<file path="config.mk">
export PLATFORM = sky130hd
export DESIGN_NAME = brk_intc
export DESIGN_NICKNAME = d
export VERILOG_FILES = /design/src/rtl/pic_pkg.sv /design/src/rtl/pic_pending.sv /design/src/rtl/pic_arbiter.sv /design/src/rtl/pic_status.sv /design/src/rtl/brk_intc.sv
export SDC_FILE = /design/constraint.sdc
export NUM_CORES = 1
export LEC_CHECK = 0
export CORE_MARGIN = 10
export CORE_UTILIZATION = 50
export CTS_BUF_LIST = sky130_fd_sc_hd__clkbuf_16
export CTS_CLUSTER_SIZE = 40
export DETAILED_ROUTE_END_ITERATION = 12
export PLACE_DENSITY = 0.89
export RECOVER_POWER = 50
export SETUP_SLACK_MARGIN = 0.15
export SLEW_MARGIN = 20
export SYNTH_ARGS = -nofsm -noshare
export SYNTH_HDL_FRONTEND = slang
export SYNTH_SLANG_ARGS = --single-unit
</file>
<file path="constraint.sdc">
create_clock -name clk -period 3.82 [get_ports clk]
set_clock_uncertainty 0.05 [all_clocks]
set_input_delay 0.382 -clock clk [delete_from_list [all_inputs] [get_ports clk]]
set_output_delay 0.382 -clock clk [all_outputs]
set_load 0.02 [all_outputs]
</file>
<file path="src/rtl/pic_pkg.sv">
// Shared constants and helpers for the interrupt controller.
// Assumes hardware vectors are 16-bit and spaced two bytes apart.
package pic_pkg;
    localparam int LVL_W = 2;
    localparam int VEC_W = 16;

    // Vector address of hardware source idx above the given base.
    function automatic logic [VEC_W-1:0] hw_vec(input logic [VEC_W-1:0] base,
                                                input logic [7:0] idx);
        return base + VEC_W'({idx, 1'b0});
    endfunction
endpackage

</file>
<file path="src/rtl/pic_pending.sv">
// Pending latch: one sticky bit per request line.
// Assumes a set arriving in the same cycle as a clear wins over the clear.
module pic_pending #(
    parameter int N = 16
) (
    input  logic         clk,
    input  logic         rst_n,
    input  logic [N-1:0] set_i,
    input  logic [N-1:0] clr_i,
    output logic [N-1:0] pend_o
);
    logic [N-1:0] pend_q;

    for (genvar i = 0; i < N; i++) begin : g_bit
        // Hold, set or clear one pending bit.
        always_ff @(posedge clk) begin
            if (!rst_n)        pend_q[i] <= 1'b0;
            else if (set_i[i]) pend_q[i] <= 1'b1;
            else if (clr_i[i]) pend_q[i] <= 1'b0;
        end

        AST_PEND_HELD: assert property (@(posedge clk) disable iff (!rst_n)
            pend_q[i] && !clr_i[i] |=> pend_q[i]);
    end

    assign pend_o = pend_q;
endmodule

</file>
<file path="src/rtl/pic_arbiter.sv">
// Fixed-level priority selector: the highest level wins, and the lowest index breaks ties.
// Assumes LEVELS packs LVL_W bits per source, with source 0 in the low bits.
module pic_arbiter
    import pic_pkg::*;
#(
    parameter int                 N      = 16,
    parameter logic [LVL_W*N-1:0] LEVELS = '0,
    localparam int                SEL_W  = $clog2(N)
) (
    input  logic [N-1:0]     req_i,
    output logic             hit_o,
    output logic [SEL_W-1:0] sel_o
);
    logic [LVL_W-1:0] best_lvl;

    // Scan upward, and replace the winner only when the level is strictly higher.
    always_comb begin
        hit_o    = 1'b0;
        sel_o    = '0;
        best_lvl = '0;
        for (int i = 0; i < N; i++) begin
            if (req_i[i] && (!hit_o || LEVELS[LVL_W*i +: LVL_W] > best_lvl)) begin
                hit_o    = 1'b1;
                best_lvl = LEVELS[LVL_W*i +: LVL_W];
                sel_o    = SEL_W'(i);
            end
        end
    end
endmodule

</file>
<file path="src/rtl/pic_status.sv">
// Master enable with a save stack, and the break flag of the status word.
// Assumes DEPTH >= 2. A push beyond DEPTH loses the oldest entry, and a pop from an empty stack yields 0.
module pic_status #(
    parameter int DEPTH = 4
) (
    input  logic clk,
    input  logic rst_n,
    input  logic accept_i,
    input  logic brk_acc_i,
    input  logic reti_i,
    input  logic set_i,
    input  logic clr_i,
    input  logic tcall_i,
    output logic me_o,
    output logic b_o
);
    logic             me_q;
    logic             b_q;
    logic [DEPTH-1:0] stk_q;

    // Master enable and stack: an accept has priority over a return, which has priority over software.
    always_ff @(posedge clk) begin
        if (!rst_n) begin
            me_q  <= 1'b0;
            stk_q <= '0;
        end else if (accept_i) begin
            me_q  <= 1'b0;
            stk_q <= {stk_q[DEPTH-2:0], me_q};
        end else if (reti_i) begin
            me_q  <= stk_q[0];
            stk_q <= {1'b0, stk_q[DEPTH-1:1]};
        end else if (set_i) begin
            me_q  <= 1'b1;
        end else if (clr_i) begin
            me_q  <= 1'b0;
        end
    end

    // Break flag: loaded on every accept, cleared by a table call.
    always_ff @(posedge clk) begin
        if (!rst_n)        b_q <= 1'b0;
        else if (accept_i) b_q <= brk_acc_i;
        else if (tcall_i)  b_q <= 1'b0;
    end

    AST_ACCEPT_CLEARS_ME: assert property (@(posedge clk) disable iff (!rst_n)
        accept_i |=> !me_q);
    AST_ACCEPT_SAVES_ME: assert property (@(posedge clk) disable iff (!rst_n)
        accept_i |=> stk_q[0] == $past(me_q));
    AST_BRK_SETS_B: assert property (@(posedge clk) disable iff (!rst_n)
        accept_i && brk_acc_i |=> b_q);

    assign me_o = me_q;
    assign b_o  = b_q;
endmodule

</file>
<file path="src/rtl/brk_intc.sv">
// Top level of the interrupt controller: enable registers, pending latches,
// arbitration, grant and vector output, and master enable and break flag handling.
// Assumes cpu_ready_i marks an instruction boundary, and that the core takes the
// grant in the same cycle it is offered.
module brk_intc
    import pic_pkg::*;
#(
    parameter int                        EN_W        = 8,
    parameter int                        NEST_DEPTH  = 4,
    parameter logic [2*LVL_W*EN_W-1:0]   LEVELS      = 32'hC010_6325,
    parameter logic [VEC_W-1:0]          HW_VEC_BASE = 16'hFFC0,
    parameter logic [VEC_W-1:0]          BRK_VEC     = 16'hFFA0,
    localparam int                       N_SRC       = 2 * EN_W,
    localparam int                       SEL_W       = $clog2(N_SRC),
    localparam int                       IDX_W       = $clog2(N_SRC + 1)
) (
    input  logic             clk,
    input  logic             rst_n,
    input  logic [N_SRC-1:0] irq_i,
    input  logic [N_SRC-1:0] pend_clr_i,
    input  logic             en_wr_i,
    input  logic             en_hi_i,
    input  logic [EN_W-1:0]  en_data_i,
    input  logic             me_set_i,
    input  logic             me_clr_i,
    input  logic             brk_i,
    input  logic             tcall_i,
    input  logic             cpu_ready_i,
    input  logic             reti_i,
    output logic             grant_o,
    output logic [IDX_W-1:0] grant_idx_o,
    output logic [VEC_W-1:0] grant_vec_o,
    output logic             me_o,
    output logic             b_flag_o
);
    logic [EN_W-1:0]  en_lo_q, en_hi_q;
    logic [N_SRC-1:0] en_all, pend, eligible, grant_clr;
    logic             brk_pend, hw_hit, brk_take, hw_take;
    logic [SEL_W-1:0] arb_sel;

    // Enable registers, written one half at a time.
    always_ff @(posedge clk) begin
        if (!rst_n) begin
            en_lo_q <= '0;
            en_hi_q <= '0;
        end else if (en_wr_i) begin
            if (en_hi_i) en_hi_q <= en_data_i;
            else         en_lo_q <= en_data_i;
        end
    end

    assign en_all   = {en_hi_q, en_lo_q};
    assign eligible = pend & en_all & {N_SRC{me_o}};

    pic_pending #(.N(N_SRC)) u_hw_pend (
        .clk    (clk),
        .rst_n  (rst_n),
        .set_i  (irq_i),
        .clr_i  (pend_clr_i | grant_clr),
        .pend_o (pend)
    );

    pic_pending #(.N(1)) u_brk_pend (
        .clk    (clk),
        .rst_n  (rst_n),
        .set_i  (brk_i),
        .clr_i  (brk_take),
        .pend_o (brk_pend)
    );

    pic_arbiter #(.N(N_SRC), .LEVELS(LEVELS)) u_arb (
        .req_i (eligible),
        .hit_o (hw_hit),
        .sel_o (arb_sel)
    );

    assign hw_take  = cpu_ready_i && hw_hit;
    assign brk_take = cpu_ready_i && !hw_hit && brk_pend;
    assign grant_o  = hw_take || brk_take;

    // Pending clear mask for the source being granted.
    always_comb begin
        grant_clr = '0;
        if (hw_take) grant_clr[arb_sel] = 1'b1;
    end

    // Index and vector of the selected request; break takes the shared table-call vector.
    always_comb begin
        if (hw_hit) begin
            grant_idx_o = IDX_W'(arb_sel);
            grant_vec_o = hw_vec(HW_VEC_BASE, 8'(arb_sel));
        end else begin
            grant_idx_o = IDX_W'(N_SRC);
            grant_vec_o = BRK_VEC;
        end
    end

    pic_status #(.DEPTH(NEST_DEPTH)) u_status (
        .clk       (clk),
        .rst_n     (rst_n),
        .accept_i  (grant_o),
        .brk_acc_i (brk_take),
        .reti_i    (reti_i),
        .set_i     (me_set_i),
        .clr_i     (me_clr_i),
        .tcall_i   (tcall_i),
        .me_o      (me_o),
        .b_o       (b_flag_o)
    );

    AST_BRK_LOWEST: assert property (@(posedge clk) disable iff (!rst_n)
        grant_o && grant_idx_o == IDX_W'(N_SRC) |-> !(me_o && |(pend & en_all)));
    AST_HW_GRANT_LEGAL: assert property (@(posedge clk) disable iff (!rst_n)
        hw_take |-> me_o && pend[arb_sel] && en_all[arb_sel]);
    AST_GRANT_NEEDS_READY: assert property (@(posedge clk) disable iff (!rst_n)
        grant_o |-> cpu_ready_i);
    AST_GRANTED_CLEARED: assert property (@(posedge clk) disable iff (!rst_n)
        hw_take && !irq_i[arb_sel] |=> !pend[$past(arb_sel)]);
endmodule

</file>
==> results by group <==
Run status
  – Status: complete, no violations

CTS
  – H-tree levels: 2
  – Largest buffer count on any clock path: 2
  – CTS tree: done
  – TritonCTS Buffers: 5
  – Clk root buf: clkbuf_16
  – Clock Latency Late Sink: between 0.2 and 0.3 ns
  – Reg clk slew, reported paths: ~0.060 ns
  – Post-CTS sizing: 0
  – Clock sinks: 39

Global route
  – Global route overflow: 0
  – Initial antenna violation count: 0
  – Largest net degree at the start of global routing: 32
  – Global-route usage over all layers: around 17%
  – First-pass GRT wire length: about 10000 um
  – Vias in the first global route: roughly 2.2k

STA
  – Period utilization: between 90% and 100%
  – Worst setup margin: approximately 0.27 ns
  – Setup-failing EPs final: 0
  – Setup TNS: 0 ns
  – Worst Tran Pin Value: 0.881 ns
  – Relative max-transition margin: 41.1%
  – Period minus WS final: 3.55 ns
  – RSZ-0062 raised after global routing: no
  – Final hold vios: 0
  – Slew Limit Fails: 0
  – F_max: 282 MHz

Final layout
  – Finished Layout Cells: between 300 and 400
  – N_diodes: 0
  – Final nets: about 380
  – Commonest non-fill, non-tap cells in the layout: clkdlybuf4s50_1, dfxtp_1, nand2_1
  – Most common cell after layout, fill and taps aside: clkdlybuf4s50_1
  – Area Overhead vs Synth: 30.6%
  – Proportion of layout cells with a drive suffix above 1: approximately 8.5%

Route
  – Vias per cell: just under 6
  – DRC: 0
  – Final wirelength: about 6600 um
  – Vias: 2205
  – DRT iter0 DRCs: 240
  – DR pass1 iterations: 5
  – Wire per inst: about 17 um
  – ANT nets after route: 0

Setup path
  – Arrival time worst endpoint: between 3 and 4 ns
  – Worst Setup EP: grant_idx_o[1]
  – Worst r2r src: en_lo_q[0]
  – Startpoint Class: flop
  – WS Path Type: flop to output port
  – Flop-to-flop setup slack: 1.26 ns
  – Worst setup startpoint: en_lo_q[0]
  – Critical Path End Type: output port
  – Required time worst endpoint: 3.39 ns
  – Worst R2R End: u_hw_pend.pend_o[0]
  – CP Max Fanout: 5
  – R2r worst-path depth: 5

Floorplanning
  – Die Span Y: 87.7 um
  – Core ar.: 4380 um2
  – Rows: 24
  – Initial Util: roughly 52%
  – Die Footprint: 7690 um2
  – Die extent in x: 87.7 um
  – Top-Level Pins: 74

Min path
  – Hold Crit Class: flop to flop

Place
  – Pre-CTS setup slack: roughly 0.71 ns
  – Placed cells: roughly 370
  – Final GP Congestion: approximately 0.90
  – Final HPWL DP: approximately 5100 um
  – I/O Buffers: 63

Yosys
  – Post-synthesis sequential area ratio: approximately a third
  – Synth area leaders: dfxtp_1, nor2b_1, nand2_1, mux2i_1, buf_4
  – #FFs+latches synth: 39
  – Synth warn: 0
  – Syn_area_per_cell: around 8.3 um2
  – Yosys top cell area share: between 30% and 40%
  – Synth unique cells: 46
  – Mapped Cells: roughly 280
  – Synth area leader: dfxtp_1
  – Netlist Area Pre-Place: around 2300 um2

Power
  – Power per cell area: about 360 nW/um2
  – Leak: 1.16 nW
  – Max IR drop VDD: between 0.2 and 0.3 mV

Run
  – Max Cap Viol: 0
state kept, by name (all words and copies together), names as in the netlist:
name,cells
u_status.me_o,1
en_lo_q,8
u_brk_pend.pend_o,1
u_status.stk_q,4
u_hw_pend.pend_o,16
u_status.b_o,1
en_hi_q,8
through the flow:
step	hold slack, ns	utilization [%]	instance area (um2)	total power [mW]
after floorplan	0.393	-	2320	0.559
after global placement	0.405	64.6	2830	0.630
after detailed placement	0.418	64.6	2830	0.633
after CTS	0.426	68.4	3000	1.09
after global routing	0.456	68.2	2990	1.13
final	0.421	68.2	2990	1.09
cell usage after synthesis, drive strengths merged:
master          n
o21a            3
mux2i          12
a2111oi         1
a211o           1
a22o            4
clkbuf          9
clkdlybuf4s25   1
and2            4
a21boi          9
nor2            8
conb            2
o21ai          19
inv            10
nand2b          1
a21oi           9
a21o            1
and4            2
nand4           2
a31oi          10
a2111o          1
nor3            9
dfxtp          39
or4             1
nand3          14
a222oi          4
nor2b          23
o211ai          3
buf            18
and3            5
a211oi          1
a311o           1
a22oi           5
a41oi           6
mux2            3
nand2          35
a32oi           1
cell type report:
cell class	instances	area [um2]
fill	353	1390
multi-input combinational	208	1300
sequential	39	781
timing repair buffer	65	646
clock buffer	5	125
tap	52	65.1
clock inverter	2	37.5
inverter	10	37.5
worst max-delay path: stages, from the launching register on:
cell,delay (ns)
dfxtp_1,0.33
a222oi_1,0.69
nand3_2,0.18
a2111oi_1,0.65
nor2_1,0.25
inv_1,0.12
clkdlybuf4s50_1,0.61
layer usage:
layer | part of all wire [%] | track usage, %
met5 | 0 | 0
met1 | 42 | 21.6
met3 | 9.1 | 3.81
met4 | 1.7 | 5.65
met2 | 48 | 26.9
worst min path at each step:
| stage | startpoint | to | slack (ns) | cells after the start |
|---|---|---|---|---|
| after floorplan | u_status.stk_q[3] | u_status.stk_q[3] | 0.39 | 2 |
| after detailed placement | u_status.stk_q[2] | u_status.stk_q[3] | 0.42 | 2 |
| after CTS | u_status.stk_q[2] | u_status.stk_q[3] | 0.43 | 2 |
| after global placement | u_status.stk_q[3] | u_status.stk_q[3] | 0.41 | 2 |
| final | u_status.stk_q[2] | u_status.stk_q[3] | 0.42 | 2 |
| after global routing | u_status.stk_q[3] | u_status.stk_q[3] | 0.46 | 2 |
repair_timing:
item | CTS | global route
endpoints found under the setup margin | 0 | 2
hold buffers | 0 | 0
buffers inserted | 0 | 1
power by group:
group          leakage, nW  internal, mW  switching, mW
Combinational        0.760        0.0924         0.0810
Sequential           0.322         0.429         0.0263
Clock               0.0759         0.304          0.157
Total                 1.16         0.825          0.265
cell families (layout without fill, tap and decap cells):
group	Yosys count	count (layout)	synth area share, %
AO/OA/AOI/OAI	79	79	25.3
buffers and inverters	38	82	9.94
flip-flops	39	39	34.1
multiplexers	15	15	6.72
other	2	10	0.328
AND/OR/NAND/NOR	104	104	23.6
Note: power is estimated with default switching activity, not from simulation.
